===== src/rtl/sndbus_pkg.sv =====
package sndbus_pkg;

    // Destination of one byte access
    typedef enum logic [2:0] {
        TGT_NONE = 3'd0,
        TGT_RAM  = 3'd1,
        TGT_FM   = 3'd2,
        TGT_PSG  = 3'd3,
        TGT_BANK = 3'd4,
        TGT_WIN  = 3'd5
    } tgt_e;

    // Access sequencer states
    typedef enum logic [1:0] {
        SQ_IDLE = 2'd0,
        SQ_LO   = 2'd1,
        SQ_HI   = 2'd2,
        SQ_DONE = 2'd3
    } seq_e;

    // Sound-processor address map (fixed by the processor's 16-bit space)
    localparam int unsigned CPU_AW      = 16;
    localparam logic [2:0]  FM_TOP3     = 3'b010;
    localparam logic [15:0] PSG_MASK    = 16'hFFF9;
    localparam logic [15:0] PSG_MATCH   = 16'h7F11;
    localparam logic [7:0]  BANK_PAGE   = 8'h60;

endpackage


===== src/rtl/sndbus_region.sv =====
module sndbus_region
    import sndbus_pkg::*;
(
    input  logic [CPU_AW-1:0] byte_addr,
    output tgt_e              tgt
);

    logic is_fm;
    logic is_psg;
    logic is_bank;
    logic is_win;
    logic is_ram;

    assign is_fm   = (byte_addr[15:13] == FM_TOP3);
    assign is_psg  = ((byte_addr & PSG_MASK) == PSG_MATCH);
    assign is_bank = (byte_addr[15:8] == BANK_PAGE);
    assign is_win  = byte_addr[15];
    assign is_ram  = (byte_addr[15:14] == 2'b00);

    // Fixed priority: FM first, then PSG, bank page, window, RAM
    always_comb begin
        if (is_fm)
            tgt = TGT_FM;
        else if (is_psg)
            tgt = TGT_PSG;
        else if (is_bank)
            tgt = TGT_BANK;
        else if (is_win)
            tgt = TGT_WIN;
        else if (is_ram)
            tgt = TGT_RAM;
        else
            tgt = TGT_NONE;
    end

endmodule


===== src/rtl/sndbus_bank.sv =====
module sndbus_bank #(
    parameter int unsigned BANK_W = 9
) (
    input  logic              clk,
    input  logic              rst_n,
    input  logic              load,
    input  logic              bit_in,
    output logic [BANK_W-1:0] bank
);

    // Serial loader: each load moves every bit one place down, new bit at top
    for (genvar i = 0; i < BANK_W; i++) begin : g_bit
        if (i == BANK_W - 1) begin : g_top
            always_ff @(posedge clk) begin
                if (!rst_n)
                    bank[i] <= 1'b0;
                else if (load)
                    bank[i] <= bit_in;
            end
        end else begin : g_low
            always_ff @(posedge clk) begin
                if (!rst_n)
                    bank[i] <= 1'b0;
                else if (load)
                    bank[i] <= bank[i+1];
            end
        end
    end

    // without a load the bank value does not move
    assert_bank_hold_R3: assert property (@(posedge clk) disable iff (!rst_n)
        !load |=> $stable(bank));

    // the bit written lands at the top
    assert_bank_top_R3: assert property (@(posedge clk) disable iff (!rst_n)
        load |=> bank[BANK_W-1] == $past(bit_in));

endmodule


===== src/rtl/sndbus_seq.sv =====
module sndbus_seq
    import sndbus_pkg::*;
#(
    parameter int unsigned DW = 8
) (
    input  logic          clk,
    input  logic          rst_n,
    input  logic          cpu_rd,
    input  logic          cpu_wr,
    input  logic          cpu_wide,
    input  logic          win_hit,
    input  logic          mbus_ack,
    input  logic [DW-1:0] byte_rdata,
    output logic          acc_on,
    output logic          acc_hi,
    output logic          cpu_done,
    output logic [2*DW-1:0] cpu_rdata
);

    seq_e state_q;
    seq_e state_d;
    logic step;
    logic [DW-1:0] lo_q;
    logic [DW-1:0] hi_q;

    // A byte is complete at once unless it waits on the main bus
    assign step = !win_hit || mbus_ack;

    always_ff @(posedge clk) begin
        if (!rst_n)
            state_q <= SQ_IDLE;
        else
            state_q <= state_d;
    end

    always_comb begin
        state_d = state_q;
        unique case (state_q)
            SQ_IDLE: if (cpu_rd || cpu_wr) state_d = SQ_LO;          // start
            SQ_LO:   if (step) state_d = cpu_wide ? SQ_HI : SQ_DONE; // split / finish
            SQ_HI:   if (step) state_d = SQ_DONE;                    // finish
            SQ_DONE: state_d = SQ_IDLE;                              // release
            default: state_d = SQ_IDLE;
        endcase
    end

    always_comb begin
        acc_on   = 1'b0;
        acc_hi   = 1'b0;
        cpu_done = 1'b0;
        unique case (state_q)
            SQ_IDLE: ;
            SQ_LO:   acc_on = 1'b1;
            SQ_HI:   begin acc_on = 1'b1; acc_hi = 1'b1; end
            SQ_DONE: cpu_done = 1'b1;
            default: ;
        endcase
    end

    always_ff @(posedge clk) begin
        if (!rst_n) begin
            lo_q <= '0;
            hi_q <= '0;
        end else begin
            if (state_q == SQ_IDLE && (cpu_rd || cpu_wr)) begin
                lo_q <= '0;
                hi_q <= '0;
            end else if (state_q == SQ_LO && step && cpu_rd) begin
                lo_q <= byte_rdata;
            end else if (state_q == SQ_HI && step && cpu_rd) begin
                hi_q <= byte_rdata;
            end
        end
    end

    assign cpu_rdata = {hi_q, lo_q};

    // completion is a single-cycle pulse
    assert_done_pulse_R8: assert property (@(posedge clk) disable iff (!rst_n)
        cpu_done |=> !cpu_done);

    // the high-byte phase exists only for wide accesses
    assert_hi_wide_R7: assert property (@(posedge clk) disable iff (!rst_n)
        acc_hi |-> cpu_wide);

    // a stalled window byte keeps the sequencer in the same phase
    assert_stall_hold_R4: assert property (@(posedge clk) disable iff (!rst_n)
        (acc_on && win_hit && !mbus_ack) |=> (acc_on && $stable(acc_hi)));

endmodule


===== src/rtl/sndbus_decoder.sv =====
module sndbus_decoder
    import sndbus_pkg::*;
#(
    parameter int unsigned RAM_AW = 13,
    parameter int unsigned BANK_W = 9,
    parameter int unsigned DW     = 8
) (
    input  logic                 clk,
    input  logic                 rst_n,
    input  logic [15:0]          cpu_addr,
    input  logic [2*DW-1:0]      cpu_wdata,
    input  logic                 cpu_rd,
    input  logic                 cpu_wr,
    input  logic                 cpu_wide,
    output logic [2*DW-1:0]      cpu_rdata,
    output logic                 cpu_done,
    input  logic                 fm_enable,
    input  logic                 psg_enable,
    output logic [DW-1:0]        dbus_wdata,
    output logic                 ram_cs,
    output logic                 ram_we,
    output logic [RAM_AW-1:0]    ram_addr,
    input  logic [DW-1:0]        ram_rdata,
    output logic                 fm_cs,
    output logic                 fm_we,
    output logic [1:0]           fm_addr,
    input  logic [DW-1:0]        fm_rdata,
    output logic                 psg_we,
    output logic                 mbus_req,
    output logic                 mbus_we,
    output logic [BANK_W+14:0]   mbus_addr,
    input  logic                 mbus_ack,
    input  logic [DW-1:0]        mbus_rdata
);

    localparam int unsigned WIN_AW = 15;

    logic [15:0]       byte_addr;
    tgt_e              tgt;
    logic              acc_on;
    logic              acc_hi;
    logic              win_hit;
    logic              bank_load;
    logic [BANK_W-1:0] bank;
    logic [DW-1:0]     byte_rdata;

    // Byte address of the current phase; the high byte wraps within 16 bits
    assign byte_addr  = acc_hi ? (cpu_addr + 16'd1) : cpu_addr;
    assign dbus_wdata = acc_hi ? cpu_wdata[2*DW-1:DW] : cpu_wdata[DW-1:0];

    sndbus_region u_region (
        .byte_addr (byte_addr),
        .tgt       (tgt)
    );

    assign win_hit = acc_on && (tgt == TGT_WIN);

    sndbus_seq #(.DW(DW)) u_seq (
        .clk        (clk),
        .rst_n      (rst_n),
        .cpu_rd     (cpu_rd),
        .cpu_wr     (cpu_wr),
        .cpu_wide   (cpu_wide),
        .win_hit    (win_hit),
        .mbus_ack   (mbus_ack),
        .byte_rdata (byte_rdata),
        .acc_on     (acc_on),
        .acc_hi     (acc_hi),
        .cpu_done   (cpu_done),
        .cpu_rdata  (cpu_rdata)
    );

    assign bank_load = acc_on && cpu_wr && (tgt == TGT_BANK);

    sndbus_bank #(.BANK_W(BANK_W)) u_bank (
        .clk    (clk),
        .rst_n  (rst_n),
        .load   (bank_load),
        .bit_in (dbus_wdata[0]),
        .bank   (bank)
    );

    // Selects and strobes
    always_comb begin
        ram_cs   = 1'b0;
        ram_we   = 1'b0;
        fm_cs    = 1'b0;
        fm_we    = 1'b0;
        psg_we   = 1'b0;
        mbus_req = 1'b0;
        mbus_we  = 1'b0;
        if (acc_on) begin
            unique case (tgt)
                TGT_RAM: begin
                    ram_cs = 1'b1;
                    ram_we = cpu_wr;
                end
                TGT_FM: begin
                    fm_cs = fm_enable;
                    fm_we = fm_enable && cpu_wr;
                end
                TGT_PSG:  psg_we = psg_enable && cpu_wr;
                TGT_WIN: begin
                    mbus_req = 1'b1;
                    mbus_we  = cpu_wr;
                end
                TGT_BANK: ;
                TGT_NONE: ;
                default:  ;
            endcase
        end
    end

    assign ram_addr  = byte_addr[RAM_AW-1:0];
    assign fm_addr   = byte_addr[1:0];
    assign mbus_addr = {bank, byte_addr[WIN_AW-1:0]};

    // Read data of the current byte
    always_comb begin
        unique case (tgt)
            TGT_RAM: byte_rdata = ram_rdata;
            TGT_FM:  byte_rdata = fm_enable ? fm_rdata : '0;
            TGT_WIN: byte_rdata = mbus_rdata;
            default: byte_rdata = '0;
        endcase
    end

    // never two destinations at once, nothing outside an access
    assert_one_dest_R9: assert property (@(posedge clk) disable iff (!rst_n)
        $onehot0({ram_cs, fm_cs, psg_we, mbus_req}));

    assert_idle_quiet_R9: assert property (@(posedge clk) disable iff (!rst_n)
        cpu_done |-> !(ram_cs || fm_cs || psg_we || mbus_req));

    // an unacknowledged request keeps its address
    assert_req_hold_R4: assert property (@(posedge clk) disable iff (!rst_n)
        (mbus_req && !mbus_ack) |=> (mbus_req && $stable(mbus_addr)));

    // FM chip is only selected when present
    assert_fm_gate_R1: assert property (@(posedge clk) disable iff (!rst_n)
        fm_cs |-> fm_enable);

    // PSG strobe is a single cycle and only when present
    assert_psg_pulse_R2: assert property (@(posedge clk) disable iff (!rst_n)
        psg_we |-> (psg_enable && cpu_wr));

    assert_psg_single_R2: assert property (@(posedge clk) disable iff (!rst_n)
        (psg_we && !cpu_wide) |=> !psg_we);

    // RAM select is a single cycle per byte
    assert_ram_single_R5: assert property (@(posedge clk) disable iff (!rst_n)
        (ram_cs && !cpu_wide) |=> !ram_cs);

endmodule


===== config.mk =====
export PLATFORM = sky130hd
export DESIGN_NAME = sndbus_decoder
export DESIGN_NICKNAME = d
export VERILOG_FILES = /design/src/rtl/sndbus_pkg.sv /design/src/rtl/sndbus_region.sv /design/src/rtl/sndbus_bank.sv /design/src/rtl/sndbus_seq.sv /design/src/rtl/sndbus_decoder.sv
export SDC_FILE = /design/constraint.sdc
export NUM_CORES = 1
export LEC_CHECK = 0
export BUFFER_PORTS_ARGS = -buffer_cell sky130_fd_sc_hd__buf_2
export CORE_MARGIN = 2
export CORE_UTILIZATION = 48
export DETAILED_ROUTE_END_ITERATION = 10
export PLACE_DENSITY = 0.87
export SYNTH_ARGS = -nofsm -noshare
export SYNTH_HDL_FRONTEND = slang
export SYNTH_SLANG_ARGS = --single-unit

===== constraint.sdc =====
create_clock -name clk -period 3.6 [get_ports clk]
set_input_delay 0.36 -clock clk [delete_from_list [all_inputs] [get_ports clk]]
set_output_delay 0.36 -clock clk [all_outputs]
set_load 0.02 [all_outputs]

=== Word level (Yosys, flattened, before mapping) ===
Index checks and enable logic that the tools add are counted.

* Word-level logic and storage cells: 79
* Input port bits: 64
* Register bits: 27
* Output and inout bits: 71

* $add $sub $neg: 1
* Equality and inequality tests: 14
* Bitwise operators: 2
* Mux-type cells: 31
* Reductions and logical operators: 19

{| class="wikitable"
|+ Operator list
! cell !! number
|-
| case mux 8 bit (3 select lines) || 1
|-
| two-way mux 1 bit || 19
|-
| adder 16 x 1 -> 16 bit (second input constant) || 1
|-
| two-way mux 16 bit || 1
|-
| two-way mux 8 bit || 2
|-
| == test 14 x 13 -> 1 bit (second input constant) || 1
|-
| two-way mux 3 bit || 4
|-
| logical AND 1 bit || 10
|-
| == test 3 x 2 -> 1 bit (second input constant) || 3
|-
| == test 8 x 7 -> 1 bit (second input constant) || 1
|-
| case mux 2 bit (4 select lines) || 1
|-
| == test 3 bit (second input constant) || 2
|-
| two-way mux 2 bit || 3
|-
| == test 2 bit (second input constant) || 2
|-
| zero test 2 bit || 2
|-
| != test 2 x 1 -> 1 bit (second input constant) || 2
|-
| OR reduction 2 bit || 2
|-
| == test 3 x 1 -> 1 bit (second input constant) || 1
|-
| AND reduction 3 bit || 1
|-
| == test 2 x 1 -> 1 bit (second input constant) || 1
|-
| logical OR 1 bit || 2
|-
| != test 2 bit (second input constant) || 1
|-
| inverter 1 bit || 2
|-
| AND reduction 2 bit || 1
|-
| zero test 1 bit || 1
|}

=== Depth between registers and ports, before layout ===
* Depth after elaboration: 17
* Gate-level depth with buffers: 11
* Gate-level depth less buffers: 8

=== Modules after synthesis ===
Synthesis repeated with hierarchy kept, for this count alone.

* Cells, all modules: 252
* Area total of the unflattened synthesis: 2162.1 um^2

{| class="wikitable"
|+ By module, submodules not included
! module !! sequential area each (um^2) !! instances !! cells each !! area each (um^2)
|-
| sndbus_decoder || 0.0 || 1 || 113 || 867.1
|-
| sndbus_seq || 360.3 || 1 || 100 || 865.8
|-
| sndbus_bank || 180.2 || 1 || 28 || 337.8
|-
| sndbus_region || 0.0 || 1 || 11 || 91.3
|}

=== Worst setup path after synthesis ===
OpenSTA, ideal clock, no wires.

* Path kind: register to output
* Start point: register u_seq.state_q[0]
* End point: output psg_we
* Stages on the path, launching flop included: 10
* Data arrival time: 2.652 ns
* Path buffers: 1
* Required time: 3.240 ns
* Setup slack: 0.588 ns
* Cell sequence: dfxtp_1 > inv_1 > ha_1 > buf_6 > nand4_1 > nor4_2 > xor2_1 > nand3_1 > nand2b_1 > nor4bb_1

* Elaborated cells on any way between the ends: 18
* Classes of those cells: eq/ne (6); mux (10); reduce/logical (2)

{| class="wikitable"
|+ RTL lines
! item !! line !! source
|-
| start: declaration || sndbus_seq.sv:20 || <nowiki>seq_e state_q;</nowiki>
|-
| start signal: assignment || sndbus_seq.sv:33 || <nowiki>state_q <= state_d;</nowiki>
|-
| == test 2 bit * || sndbus_seq.sv:51 || <nowiki>unique case (state_q)</nowiki>
|-
| two-way mux 1 bit * || sndbus_seq.sv:51 ||
|-
| two-way mux 16 bit * || sndbus_decoder.sv:48 || <nowiki>assign byte_addr = acc_hi ? (cpu_addr + 16'd1) : cpu_addr;</nowiki>
|-
| net mbus_addr[13] || sndbus_decoder.sv:31 || <nowiki>output logic [BANK_W+14:0] mbus_addr,</nowiki>
|-
| == test 8 x 7 -> 1 bit || sndbus_region.sv:16 || <nowiki>assign is_bank = (byte_addr[15:8] == BANK_PAGE);</nowiki>
|-
| two-way mux 3 bit || sndbus_region.sv:26 || <nowiki>else if (is_bank)</nowiki>
|-
| two-way mux 3 bit || sndbus_region.sv:24 || <nowiki>else if (is_psg)</nowiki>
|-
| two-way mux 3 bit * || sndbus_region.sv:22 || <nowiki>if (is_fm)</nowiki>
|-
| == test 3 x 2 -> 1 bit * || sndbus_decoder.sv:93 || <nowiki>unique case (tgt)</nowiki>
|-
| two-way mux 1 bit * || sndbus_decoder.sv:93 ||
|-
| two-way mux 1 bit * || sndbus_decoder.sv:92 || <nowiki>if (acc_on) begin</nowiki>
|-
| end: declaration || sndbus_decoder.sv:28 || <nowiki>output logic psg_we,</nowiki>
|}

The timed path passes the listed nets; every way through them passes the cells marked *.

=== Final worst setup path ===
* Start point: register u_seq.state_q[0]
* End point: output fm_cs

* Longest elaborated chain between the ends: 12
* Elaborated cells on any way between the ends: 18
* Classes of those cells: eq/ne (6); mux (10); reduce/logical (2)

{| class="wikitable"
|+ Ends and longest elaborated chain
! item !! line !! source
|-
| == test 2 bit || sndbus_seq.sv:51 ||
|-
| two-way mux 1 bit || sndbus_seq.sv:51 ||
|-
| two-way mux 16 bit || sndbus_decoder.sv:48 ||
|-
| zero test 2 bit || sndbus_region.sv:18 || <nowiki>assign is_ram = (byte_addr[15:14] == 2'b00);</nowiki>
|-
| two-way mux 1 bit || sndbus_region.sv:30 || <nowiki>else if (is_ram)</nowiki>
|-
| two-way mux 3 bit || sndbus_region.sv:28 || <nowiki>else if (is_win)</nowiki>
|-
| two-way mux 3 bit || sndbus_region.sv:26 ||
|-
| two-way mux 3 bit || sndbus_region.sv:24 ||
|-
| two-way mux 3 bit || sndbus_region.sv:22 ||
|-
| == test 3 x 2 -> 1 bit || sndbus_decoder.sv:93 ||
|-
| two-way mux 1 bit || sndbus_decoder.sv:93 ||
|-
| two-way mux 1 bit * || sndbus_decoder.sv:92 ||
|-
| end: declaration || sndbus_decoder.sv:24 || <nowiki>output logic fm_cs,</nowiki>
|}

Mark *: on every way between the ends. The rest lies on a longest branch, timed or not.

==> out/qor.csv <==
metric,value,unit
WHS Path Cells,3,
Cell Rows,25,
Final setup viols,0,
Syn Inst Count,260,
slew at the pin closest to its max-slew limit,1.157,ns
cell family with most CP delay,simple AND/OR/NAND/NOR gates,
routed vias/inst,5.670,
drt pass-1 iters,4,
clk buf depth,2,
clock root buffer,clkbuf_8,
synth warn,0,
DRT iter0 DRCs,130,
critical path type,reg -> out,
f_max,311.1,MHz
fin crit period,3.214,ns
Detailed Place HPWL,5044,microns
Synth top cells by count,"dfxtp_1 (27), nand2_1 (24), nor2_1 (20), buf_4 (18), inv_1 (17)",
die area,5300,sq um
Final Instance Area,2878,sq um
Antenna Nets Post-Route,0,
area grow syn2layout,26.65,%
Layout Nets,447,
WP data arrival,2.85,ns
Ant. Diodes,0,
clock-pin transition on the worst setup and hold timing paths,0.09,ns
RSZ-0062 raised after global routing,no,
CP max-delay cell,a311o_1,
largest net degree at the start of global routing,19,
endpoints failing hold,0,
peak per-stage delay on the critical path,0.62,ns
"area leader, netlist",dfxtp_1,
Mapped Nets,330,
CTS tree,done,
syn avg cell area,8.739,sq um
Total Routing Usage GR,0.2231,
vias in the first global route,2229,
die width,72.80,microns
CTS Hold Buffers Added,0,
Static Leak,1.471,nW
Synth area leaders,"dfxtp_1 (24%), o211a_1 (7.0%), o2111ai_1 (6.2%)",
reported max-cap violation count,0,
Final period util,0.8929,
outcome,finished clean,
Post-Route Skew,0.002837,ns
WP depth,9,
Setup crit start kind,register,
"EDFF count, synth",0,
first-pass GRT wire length,9798,microns
"critical path fanouts, max",18,
post-CTS sizing,0,
ys async rst share,0,
Unique masters post-synth,45,
worst skew pair latency,0.27,ns
Power per Cell Area,430.2,nW/um^2
GP Congestion,0.8908,
fraction of layout cells with a size suffix above 1,0.4468,
Post-Synthesis Cell Area,2272,sq um
VDD IR max,0.0004101,V
GR Overflow Total,0,
WHS Endpoint,u_bank.bank[0],
starting density of the core,0.4908,
Post-Route Setup TNS,0,ns
HP Class,in -> reg,
Worst Path Buf+Inv,3,
Die Ht,72.80,microns
flop2flop setup slack,0.82,ns
top-count cell post-synth,dfxtp_1,
#FFs+latches synth,27,
critical path endpoint category,output pin,
total number of vias,2438,
r2r startpoint,u_seq.state_q[0],
ys flop type,dfxtp_1,
Rel. slew slack,0.2259,
max-slew violation count,0,
TritonCTS Sinks,27,
Routed WL,6371,microns
Top-Level Pins,135,
port buffer count,134,
CTS H-Tree Depth,1,
"Seq/Total Area, Yosys",0.2379,
Core Region,4629,sq um
FF-to-FF path depth,9,
initial antenna violation count,0,
Synth top area share,0.2379,
WL per Instance,14.82,microns
drt drc,0,
CTS buffer count,3,
worst path cell trace,"inv_1, ha_1, buf_4, and4_1, nor4_1, mux2i_1, a311o_1, nor2_1, buf_2",
Reg-to-Reg End,u_seq.hi_q[4],
hold_sp,rst_n,
Worst Path Required,3.24,ns
"Cell Area, Placed",2833,sq um
post-CTS setup buffers,0,
state kept, by name (all words and copies together), names as in the netlist:
name / count
u_seq.lo_q: 8
u_bank.bank: 9
u_seq.state_q: 2
u_seq.hi_q: 8
per-layer routing:
layer / vias up / track usage / share of wire
li1: 1191 / - / -
met3: 4 / 0.02072 / 0.066
met5: - / 0 / 0
met1: 1136 / 0.2771 / 0.42
met2: 107 / 0.4111 / 0.51
met4: 0 / 0.05556 / 0.0069
worst max path at each step:
stage	startpoint	endpoint	slack [ns]
floorplan	u_seq.state_q[0]	psg_we	0.59
global placement	u_seq.state_q[0]	fm_cs	0.85
detailed placement	u_seq.state_q[0]	fm_cs	0.73
CTS	u_seq.state_q[0]	fm_cs	0.42
global route	u_seq.state_q[0]	fm_we	0.16
finish	u_seq.state_q[0]	fm_cs	0.39
cells by family (layout without fill, tap and decap cells):
family,Yosys count,count (layout),synth area share
AO/OA/AOI/OAI,58,58,0.2065
XOR/XNOR,16,16,0.06167
adder cells (fa/ha/maj),6,6,0.03304
buffers and inverters,45,161,0.1288
flip-flops,27,27,0.2379
multiplexers,19,19,0.08866
AND/OR/NAND/NOR,89,89,0.2434
where the power goes:
part	switching (mW)	internal, mW
registers	0.0282	0.334
clock network	0.0916	0.0793
logic	0.444	0.261
total	0.564	0.674
through the flow:
step | hold WS, ns | total power, mW | setup WS, ns | utilization | instances
after CTS | 0.4543 | 1.237 | 0.4187 | 0.6216 | 430
after floorplan | 0.5081 | 0.8982 | 0.5883 | - | 260
final | 0.4443 | 1.238 | 0.3855 | 0.6216 | 430
after global routing | 0.4677 | 1.312 | 0.1621 | 0.6216 | 430
after detailed placement | 0.4533 | 1.068 | 0.7273 | 0.6119 | 426
after global placement | 0.4428 | 1.051 | 0.8458 | 0.6119 | 426
layout by cell type (no fill, tap or decap), drive strengths merged, types with 12 or more instances in the layout:
cell type / instances
o21ai: 16
o2111ai: 16
xnor2: 12
dfxtp: 27
nor2: 20
inv: 17
nand2: 24
o211a: 16
buf: 140
worst reg2reg max path, stage by stage, from the launching register on:
cell and delay (ns):
dfxtp_1 0.40, inv_1 0.11, ha_1 0.26, buf_4 0.20
and4_1 0.24, nor4_1 0.25, mux2i_1 0.15, a311o_1 0.62
o2111ai_1 0.32, o211a_1 0.18
area by class of cell:
cell class	instances	area, sq um
repair buffers	140	715.7
inverters	17	63.81
fillers	417	1752
multi-input cells	188	1445
flip-flops and latches	27	540.5
clock buffers	4	45.04
well taps	54	67.56
(Power assumes the default switching activity.)
